$ cat config.mk
export PLATFORM = sky130hd
export DESIGN_NAME = csa42_multiplier
export DESIGN_NICKNAME = d
export VERILOG_FILES = /design/src/rtl/mul42_pkg.sv /design/src/rtl/compressor42.sv /design/src/rtl/comp_row.sv /design/src/rtl/cpa_ripple.sv /design/src/rtl/csa42_multiplier.sv
export SDC_FILE = /design/constraint.sdc
export NUM_CORES = 1
export LEC_CHECK = 0
export BUFFER_PORTS_ARGS = -buffer_cell sky130_fd_sc_hd__buf_2
export CAP_MARGIN = 25
export CORE_MARGIN = 2
export CORE_UTILIZATION = 45
export DETAILED_ROUTE_END_ITERATION = 10
export GPL_TIMING_DRIVEN = 0
export PLACE_DENSITY = 0.67
export SKIP_LAST_GASP = 1
export SLEW_MARGIN = 20
export SYNTH_ARGS = -nofsm -noshare
export SYNTH_HDL_FRONTEND = slang
export SYNTH_SLANG_ARGS = --single-unit
$ cat constraint.sdc
create_clock -name vclk -period 13.9
set_clock_uncertainty 0.1 [all_clocks]
set_input_delay 2.085 -clock vclk [all_inputs]
set_output_delay 2.085 -clock vclk [all_outputs]
set_load 0.1 [all_outputs]
$ cat src/rtl/mul42_pkg.sv
package mul42_pkg;

  typedef struct packed {
    logic co;
    logic s;
  } fa_t;

  // (3,2) counter written with gates: sum bit and carry bit
  function automatic fa_t fa3(input logic x, input logic y, input logic z);
    fa_t r;
    r.s  = x ^ y ^ z;
    r.co = (x & y) | (z & (x ^ y));
    return r;
  endfunction

endpackage

$ cat src/rtl/compressor42.sv
module compressor42
  import mul42_pkg::*;
(
  input  logic [3:0] x,
  input  logic       cin,
  output logic       s,
  output logic       c,
  output logic       cout
);

  fa_t first_fa;
  fa_t second_fa;

  // first adder takes three external inputs; its carry leaves sideways
  assign first_fa  = fa3(x[0], x[1], x[2]);
  // second adder merges the partial sum, the fourth input and the lateral carry
  assign second_fa = fa3(first_fa.s, x[3], cin);

  assign s    = second_fa.s;
  assign c    = second_fa.co;
  assign cout = first_fa.co;

  logic [2:0] in_weight;
  logic [2:0] out_weight;

  always_comb begin
    in_weight  = 3'(x[0]) + 3'(x[1]) + 3'(x[2]) + 3'(x[3]) + 3'(cin);
    out_weight = 3'(s) + 3'({c, 1'b0}) + 3'({cout, 1'b0});
    AST_COMP_WEIGHT: assert (in_weight == out_weight) else $error("compressor weight mismatch");
  end

endmodule

$ cat src/rtl/comp_row.sv
module comp_row #(
  parameter int W = 16
) (
  input  logic [3:0][W-1:0] rows_i,
  output logic [W-1:0]      sum_o,
  output logic [W-1:0]      car_o
);

  localparam int XW = W + 2;

  logic [W:0]   lat;   // lateral carry chain between neighbouring columns
  logic [W-1:0] cw;    // carry outputs, weight one above their column

  assign lat[0] = 1'b0;

  genvar i;
  generate
    for (i = 0; i < W; i++) begin : g_col
      compressor42 u_cmp (
        .x    ({rows_i[3][i], rows_i[2][i], rows_i[1][i], rows_i[0][i]}),
        .cin  (lat[i]),
        .s    (sum_o[i]),
        .c    (cw[i]),
        .cout (lat[i+1])
      );
    end
  endgenerate

  assign car_o = {cw[W-2:0], 1'b0};

  logic [XW-1:0] in_total;
  logic [XW-1:0] out_total;

  always_comb begin
    in_total  = XW'(rows_i[0]) + XW'(rows_i[1]) + XW'(rows_i[2]) + XW'(rows_i[3]);
    out_total = XW'(sum_o) + (XW'(cw) << 1) + (XW'(lat[W]) << W);
    AST_LAYER_LOSSLESS: assert (in_total == out_total) else $error("layer sum mismatch");
  end

endmodule

$ cat src/rtl/cpa_ripple.sv
module cpa_ripple
  import mul42_pkg::*;
#(
  parameter int W = 16
) (
  input  logic [W-1:0] x_i,
  input  logic [W-1:0] y_i,
  output logic [W-1:0] sum_o
);

  always_comb begin
    logic cy;
    fa_t  t;
    cy = 1'b0;
    for (int k = 0; k < W; k++) begin
      t        = fa3(x_i[k], y_i[k], cy);
      sum_o[k] = t.s;
      cy       = t.co;
    end
    AST_CPA_SUM: assert (sum_o == x_i + y_i) else $error("final adder mismatch");
  end

endmodule

$ cat src/rtl/csa42_multiplier.sv
module csa42_multiplier #(
  parameter int OPW = 8
) (
  input  logic [OPW-1:0]   a_i,
  input  logic [OPW-1:0]   b_i,
  output logic [2*OPW-1:0] prod_o
);

  localparam int PW    = 2 * OPW;
  localparam int LVLS  = $clog2(OPW) - 1;   // compressor layers
  localparam int NROWS = 2 * OPW - 2;       // rows over all layers
  localparam int LASTB = NROWS - 2;         // first of the two final rows

  function automatic logic [PW-1:0] pp_row(input logic [OPW-1:0] m,
                                           input logic sel, input int sh);
    return sel ? (PW'(m) << sh) : '0;
  endfunction

  // rows of layer l start at 2*OPW - 2*(OPW>>l)
  logic [PW-1:0] rowv [NROWS];

  genvar i, l, g;
  generate
    for (i = 0; i < OPW; i++) begin : g_pp
      assign rowv[i] = pp_row(a_i, b_i[i], i);
    end

    for (l = 0; l < LVLS; l++) begin : g_lvl
      for (g = 0; g < ((OPW >> l) / 4); g++) begin : g_grp
        localparam int IB = 2*OPW - 2*(OPW >> l) + 4*g;
        localparam int OB = 2*OPW - 2*(OPW >> (l+1)) + 2*g;
        comp_row #(.W(PW)) u_row (
          .rows_i ({rowv[IB+3], rowv[IB+2], rowv[IB+1], rowv[IB]}),
          .sum_o  (rowv[OB]),
          .car_o  (rowv[OB+1])
        );
      end
    end
  endgenerate

  cpa_ripple #(.W(PW)) u_cpa (
    .x_i   (rowv[LASTB]),
    .y_i   (rowv[LASTB+1]),
    .sum_o (prod_o)
  );

  always_comb begin
    AST_PRODUCT_EXACT: assert (prod_o == PW'(a_i) * PW'(b_i)) else $error("product mismatch");
  end

endmodule

# After elaboration in Yosys (flattened, before gate mapping)
# Cells that the tools add are included.
# Widths: inputs -> output; s select.
[word_totals]
elab_cells = 520
latchBits = 0
ramBits = 0
reg_bits = 0
rom_bits = 0
input_bits = 16
out_inout_bits = 16
mem_count = 0
[classes]
muxes = 8
div_mod_pow = 0
eq_ne = 0
mul = 0
n_bitwise = 512
order_cmp = 0
addsub = 0
n_shift = 0
reduce_logical = 0
[op_table]
columns = ["cell", "n"]
rows = [
  ["$xor 1x1->1", 188],
  ["$and 1x1->1", 180],
  ["$or 1x1->1", 98],
  ["$mux 15", 1],
  ["$mux 14", 1],
  ["$xor 1x1->1 const B", 14],
  ["$mux 13", 1],
  ["$mux 12", 1],
  ["$mux 11", 1],
  ["$mux 10", 1],
  ["$xor 1x1->1 const AB", 10],
  ["$mux 9", 1],
  ["$and 1x1->1 const A", 8],
  ["$and 1x1->1 const AB", 8],
  ["$mux 8", 1],
  ["$and 1x1->1 const B", 4],
  ["$xor 1x1->1 const A", 2],
]

# Longest topological paths before layout
[logic_depth]
ltp_word = 37
ltp_mapped = 18
mapped_depth_nobuf = 18

# Hierarchy
# Synthesis repeated with hierarchy kept, for this count alone.
[unflattened]
cells_unflattened = 617
area_unflattened_um2 = 4474.3
[by_module_without_submodules]
columns = ["mod", "area_per_inst_um2", "instances", "seq_area_each_um2", "cells_per_inst"]
rows = [
  ["compressor42", 70.1, 48, 0.0, 10],
  ["csa42_multiplier", 404.1, 1, 0.0, 65],
  ["comp_row", 123.9, 3, 0.0, 17],
  ["cpa_ripple", 335.3, 1, 0.0, 21],
]

# Least setup slack after synthesis
# No wires, ideal clock.
[synth_path]
path_type = "input port to output port"
start = "input port b_i[0]"
end = "output port prod_o[15]"
path_buffers = 0
path_stages = 18
slack_ns = 3.655
t_required_ns = 11.715
arrival_ns = 8.060
path_cell_list = "nand2_1 > fa_1 > fa_1 > inv_1 > fa_1 > ha_1 > ha_1 > fa_1 > fa_1 > fa_1 > fa_1 > fa_1 > fa_1 > fa_1 > inv_1 > fa_1 > fa_1 > xnor2_1"
[synth_via]
elab_chain_len = 37
word_cells_on_any_way = 218
cone_classes = "1 x mux; 217 x bitwise"
[synth_lines]
columns = ["element", "line", "source"]
rows = [
  ["start, declared", "csa42_multiplier.sv:5", "input logic [OPW-1:0] b_i,"],
  ["$mux 8 *", "csa42_multiplier.sv:16", "return sel ? (PW'(m) << sh) : '0;"],
  ["$xor 1x1->1", "mul42_pkg.sv:11, mul42_pkg.sv:12", ""],
  ["$and 1x1->1 or $xor 1x1->1 (tied branches)", "mul42_pkg.sv:12, mul42_pkg.sv:11", ""],
  ["$or 1x1->1 or $xor 1x1->1 (tied branches)", "mul42_pkg.sv:12, mul42_pkg.sv:11", ""],
  ["$and 1x1->1", "mul42_pkg.sv:12", "r.co = (x & y) | (z & (x ^ y));"],
  ["$or 1x1->1", "mul42_pkg.sv:12", ""],
  ["$xor 1x1->1", "mul42_pkg.sv:11, mul42_pkg.sv:12", ""],
  ["$xor 1x1->1", "mul42_pkg.sv:11", "r.s = x ^ y ^ z;"],
  ["(+21 left out)", "n/a", ""],
  ["$or 1x1->1 *", "mul42_pkg.sv:12", ""],
  ["$and 1x1->1 *", "mul42_pkg.sv:12", ""],
  ["$or 1x1->1 *", "mul42_pkg.sv:12", ""],
  ["$and 1x1->1 *", "mul42_pkg.sv:12", ""],
  ["$or 1x1->1 *", "mul42_pkg.sv:12", ""],
  ["$and 1x1->1 *", "mul42_pkg.sv:12", ""],
  ["$or 1x1->1 *", "mul42_pkg.sv:12", ""],
  ["$xor 1x1->1 *", "mul42_pkg.sv:11", ""],
  ["end, declared", "csa42_multiplier.sv:6", "output logic [2*OPW-1:0] prod_o"],
]
# Every way passes the cells marked *; elsewhere a longest branch is shown, timed or not.

# Final worst setup path
[layout_path]
start = "input port b_i[0]"
end = "output port prod_o[14]"
[layout_via]
elab_chain_len = 35
word_cells_on_any_way = 216
cone_classes = "1 x mux; 215 x bitwise"
[layout_lines]
columns = ["element", "line"]
rows = [
  ["$mux 8 *", "csa42_multiplier.sv:16"],
  ["$xor 1x1->1", "mul42_pkg.sv:11, mul42_pkg.sv:12"],
  ["$and 1x1->1 or $xor 1x1->1 (tied branches)", "mul42_pkg.sv:12, mul42_pkg.sv:11"],
  ["$or 1x1->1 or $xor 1x1->1 (tied branches)", "mul42_pkg.sv:12, mul42_pkg.sv:11"],
  ["$and 1x1->1", "mul42_pkg.sv:12"],
  ["$or 1x1->1", "mul42_pkg.sv:12"],
  ["$xor 1x1->1", "mul42_pkg.sv:11, mul42_pkg.sv:12"],
  ["$xor 1x1->1", "mul42_pkg.sv:11"],
  ["(+19 left out)", "n/a"],
  ["$or 1x1->1", "mul42_pkg.sv:12"],
  ["$and 1x1->1", "mul42_pkg.sv:12"],
  ["$or 1x1->1 *", "mul42_pkg.sv:12"],
  ["$and 1x1->1 *", "mul42_pkg.sv:12"],
  ["$or 1x1->1 *", "mul42_pkg.sv:12"],
  ["$and 1x1->1 *", "mul42_pkg.sv:12"],
  ["$or 1x1->1 *", "mul42_pkg.sv:12"],
  ["$xor 1x1->1 *", "mul42_pkg.sv:11"],
]
# Marked as above.

==> report_table.html <==
<table>
<tr><th>Metric</th><th>Value</th></tr>
<tr><th colspan="2">Timing</th></tr>
<tr><td>Final-report setup violation count</td><td>0</td></tr>
<tr><td>Number of slew-limit violations in the final report</td><td>0</td></tr>
<tr><td>Final sum of negative setup slack</td><td>0 ps</td></tr>
<tr><td>Worst slew pin tran</td><td>489 ps</td></tr>
<tr><td>Unrepaired setup endpoints after global routing</td><td>false</td></tr>
<tr><td>Worst-case headroom to the max-slew limit</td><td>67.6%</td></tr>
<tr><td>Crit path time final</td><td>between 10,000 and 15,000 ps</td></tr>
<tr><td>Ratio of final minimum period to clock period</td><td>between 70% and 80%</td></tr>
<tr><td>Hold violation count in the final report</td><td>0</td></tr>
<tr><td>Hold WS</td><td>about 4800 ps</td></tr>
<tr><td>Timing-limited maximum frequency</td><td>~95 MHz</td></tr>
<tr><th colspan="2">GRT</th></tr>
<tr><td>Total track usage</td><td>approximately 16%</td></tr>
<tr><td>Largest net degree at the start of global routing</td><td>9</td></tr>
<tr><td>Aggregate global routing overflow</td><td>0</td></tr>
<tr><td>Global-route wire length before repair</td><td>about 5.4 mm</td></tr>
<tr><td>Vias in the first global route</td><td>between 1,000 and 1,500</td></tr>
<tr><td>Initial antenna violation count</td><td>0</td></tr>
<tr><th colspan="2">Floorplanning</th></tr>
<tr><td>Chip Width</td><td>between 60 and 70 um</td></tr>
<tr><td>Number of standard-cell rows in the floorplan</td><td>22</td></tr>
<tr><td>Core Box Area</td><td>roughly 0.0036 mm^2</td></tr>
<tr><td>Starting density of the core</td><td>between 40% and 50%</td></tr>
<tr><td>Boundary pin count</td><td>32</td></tr>
<tr><td>Floorplan die area</td><td>between 0.004 and 0.005 mm^2</td></tr>
<tr><td>Height of the die</td><td>about 65 um</td></tr>
<tr><th colspan="2">Critical path</th></tr>
<tr><td>Worst endpoint data arrival time</td><td>8290 ps</td></tr>
<tr><td>Crit Path Class</td><td>input port to output port</td></tr>
<tr><td>Maximum fanout count along the critical path</td><td>8</td></tr>
<tr><td>Required time at the worst-slack endpoint</td><td>about 12,000 ps</td></tr>
<tr><td>Critical Path Sink Type</td><td>output port</td></tr>
<tr><td>Startpoint type of the worst setup path</td><td>input port</td></tr>
<tr><td>Crit path launch</td><td>b_i[0]</td></tr>
<tr><th colspan="2">Job</th></tr>
<tr><td>Maximum Capacitance Violations</td><td>0</td></tr>
<tr><th colspan="2">Drt</th></tr>
<tr><td>Drt drc</td><td>0</td></tr>
<tr><td>DRT Wirelength</td><td>2.92 mm</td></tr>
<tr><td>Routed vias/inst</td><td>4.55</td></tr>
<tr><td>Via count of the routed design</td><td>~1,200</td></tr>
<tr><td>Wire per inst</td><td>11.4 um</td></tr>
<tr><td>Number of routed nets with antenna violations</td><td>0</td></tr>
<tr><td>DRC marker count from the first detailed-route iteration</td><td>31</td></tr>
<tr><td>DRT Pass-1 Iters</td><td>4</td></tr>
<tr><th colspan="2">Yosys</th></tr>
<tr><td>Largest cells by area after synthesis</td><td>sky130_fd_sc_hd__fa_1 (57%), sky130_fd_sc_hd__and2_1 (14%), sky130_fd_sc_hd__ha_1 (11%), sky130_fd_sc_hd__inv_1 (10%), sky130_fd_sc_hd__nand2_1 (6.3%)</td></tr>
<tr><td>Synth Warn #</td><td>0</td></tr>
<tr><td>Sequential share of the synthesized area</td><td>0%</td></tr>
<tr><td>Post-synthesis cell type with the largest combined area</td><td>sky130_fd_sc_hd__fa_1</td></tr>
<tr><td>Post-synthesis instance total</td><td>between 150 and 200</td></tr>
<tr><td>Post-Synthesis Mean Instance Area</td><td>between 9 and 10 um^2</td></tr>
<tr><td>Distinct cell type count after synthesis</td><td>7</td></tr>
<tr><td>Post-synth top area share</td><td>between 50% and 60%</td></tr>
<tr><td>Synth Cell Area</td><td>about 0.0017 mm^2</td></tr>
<tr><td>Number of nets produced by synthesis</td><td>252</td></tr>
<tr><th colspan="2">Final layout</th></tr>
<tr><td>Total of clock buffers placed in the layout</td><td>0</td></tr>
<tr><td>Fillcell total</td><td>341</td></tr>
<tr><td>Leading cell types in the layout, fill and taps excluded</td><td>sky130_fd_sc_hd__fa_1 (47), sky130_fd_sc_hd__inv_1 (44), sky130_fd_sc_hd__and2_1 (36)</td></tr>
<tr><td>Number of flip-flops and latches</td><td>0</td></tr>
<tr><td>Area growth, synth to finish</td><td>13.3%</td></tr>
<tr><td>Fraction of final layout cells sized beyond drive strength 1</td><td>between 10% and 20%</td></tr>
<tr><td>Most frequent standard cell in the layout excluding fill and tap cells</td><td>sky130_fd_sc_hd__fa_1</td></tr>
<tr><td>Sequential cell area</td><td>0 um^2</td></tr>
<tr><td>Net count reported at finish</td><td>286</td></tr>
<tr><td>Inserted Diodes</td><td>0</td></tr>
<tr><th colspan="2">Clock network</th></tr>
<tr><td>Post-CTS setup buffer count</td><td>0</td></tr>
<tr><td>Quantity of gates resized following cts</td><td>0</td></tr>
<tr><td>Hold-fix buffers at CTS</td><td>0</td></tr>
<tr><th colspan="2">Hold path</th></tr>
<tr><td>Launch instance of the worst min-delay path</td><td>a_i[0]</td></tr>
<tr><td>Path type of the worst min-delay path</td><td>input port to output port</td></tr>
<tr><th colspan="2">Placement</th></tr>
<tr><td>Count of buffers from port buffering</td><td>32</td></tr>
<tr><td>RePlAce Congestion</td><td>a little over 0.8</td></tr>
<tr><td>Detailed placement HPWL</td><td>2.70 mm</td></tr>
<tr><th colspan="2">Outcome</th></tr>
<tr><td>Status</td><td>complete, no violations</td></tr>
</table>
==> worst max-delay path: stages <==
cell,delay [ps]
sky130_fd_sc_hd__buf_2,150
sky130_fd_sc_hd__nand2_1,90
sky130_fd_sc_hd__fa_1,510
sky130_fd_sc_hd__fa_1,550
sky130_fd_sc_hd__inv_1,50
sky130_fd_sc_hd__fa_1,470
sky130_fd_sc_hd__ha_1,300
sky130_fd_sc_hd__ha_1,210
sky130_fd_sc_hd__fa_1,400
sky130_fd_sc_hd__fa_1,390
sky130_fd_sc_hd__fa_1,390
sky130_fd_sc_hd__fa_1,390
sky130_fd_sc_hd__fa_1,390
sky130_fd_sc_hd__fa_1,400
sky130_fd_sc_hd__fa_1,370
sky130_fd_sc_hd__inv_1,80
sky130_fd_sc_hd__fa_1,180
sky130_fd_sc_hd__fa_1,420
sky130_fd_sc_hd__inv_1,70
sky130_fd_sc_hd__buf_2,410
==> logic make-up after synthesis <==
logic type               share of synthesized area, %
adder cells (fa/ha/maj)                          67.3
buffers and inverters                            12.2
XOR/XNOR                                        0.528
AND/OR/NAND/NOR                                  19.9
==> worst paths after layout <==
| check | end | slack [ps] | cells after the start |
|---|---|---|---|
| worst max-delay path | prod_o[14] | 3420 | 20 |
| worst min-delay path | prod_o[0] | 4750 | 4 |
==> per-stage QoR <==
stage	instance area (um^2)	cells	utilization [%]	setup WS [ps]
global route	1880	255	52.1	3100
global placement	1880	255	52.1	3360
CTS	1880	255	52.1	3330
finish	1880	255	52.1	3420
detailed placement	1880	255	52.1	3320
floorplan	1660	175	-	3660
==> cells in the mapped netlist <==
| cell type | count |
|---|---|
| sky130_fd_sc_hd__nand2_1 | 28 |
| sky130_fd_sc_hd__ha_1 | 14 |
| sky130_fd_sc_hd__and2_1 | 36 |
| sky130_fd_sc_hd__inv_1 | 44 |
| sky130_fd_sc_hd__fa_1 | 47 |
| sky130_fd_sc_hd__xnor2_1 | 1 |
| sky130_fd_sc_hd__buf_4 | 5 |
==> area by class of cell <==
cell class	instances	area, um^2	area share [%]
Buffer	5	37.5	2.00
Multi-Input combinational cell	126	1460	77.5
Inverter	44	165	8.79
Timing Repair Buffer	32	160	8.53
Tap cell	48	60.1	3.20
==> layer usage <==
| metal | GRT usage (%) | wire length (um) | vias up |
|---|---|---|---|
| met2 | 31.6 | 1590 | 14 |
| met3 | 0 | 43 | 0 |
| met4 | 0 | 0 | 0 |
| li1 | - | - | 555 |
| met1 | 21.5 | 1290 | 591 |
| met5 | 0 | 0 | - |
Power is left out: the tool's default activity adds up to more than one toggle a clock period on the data nets, which glitch-free logic cannot reach.
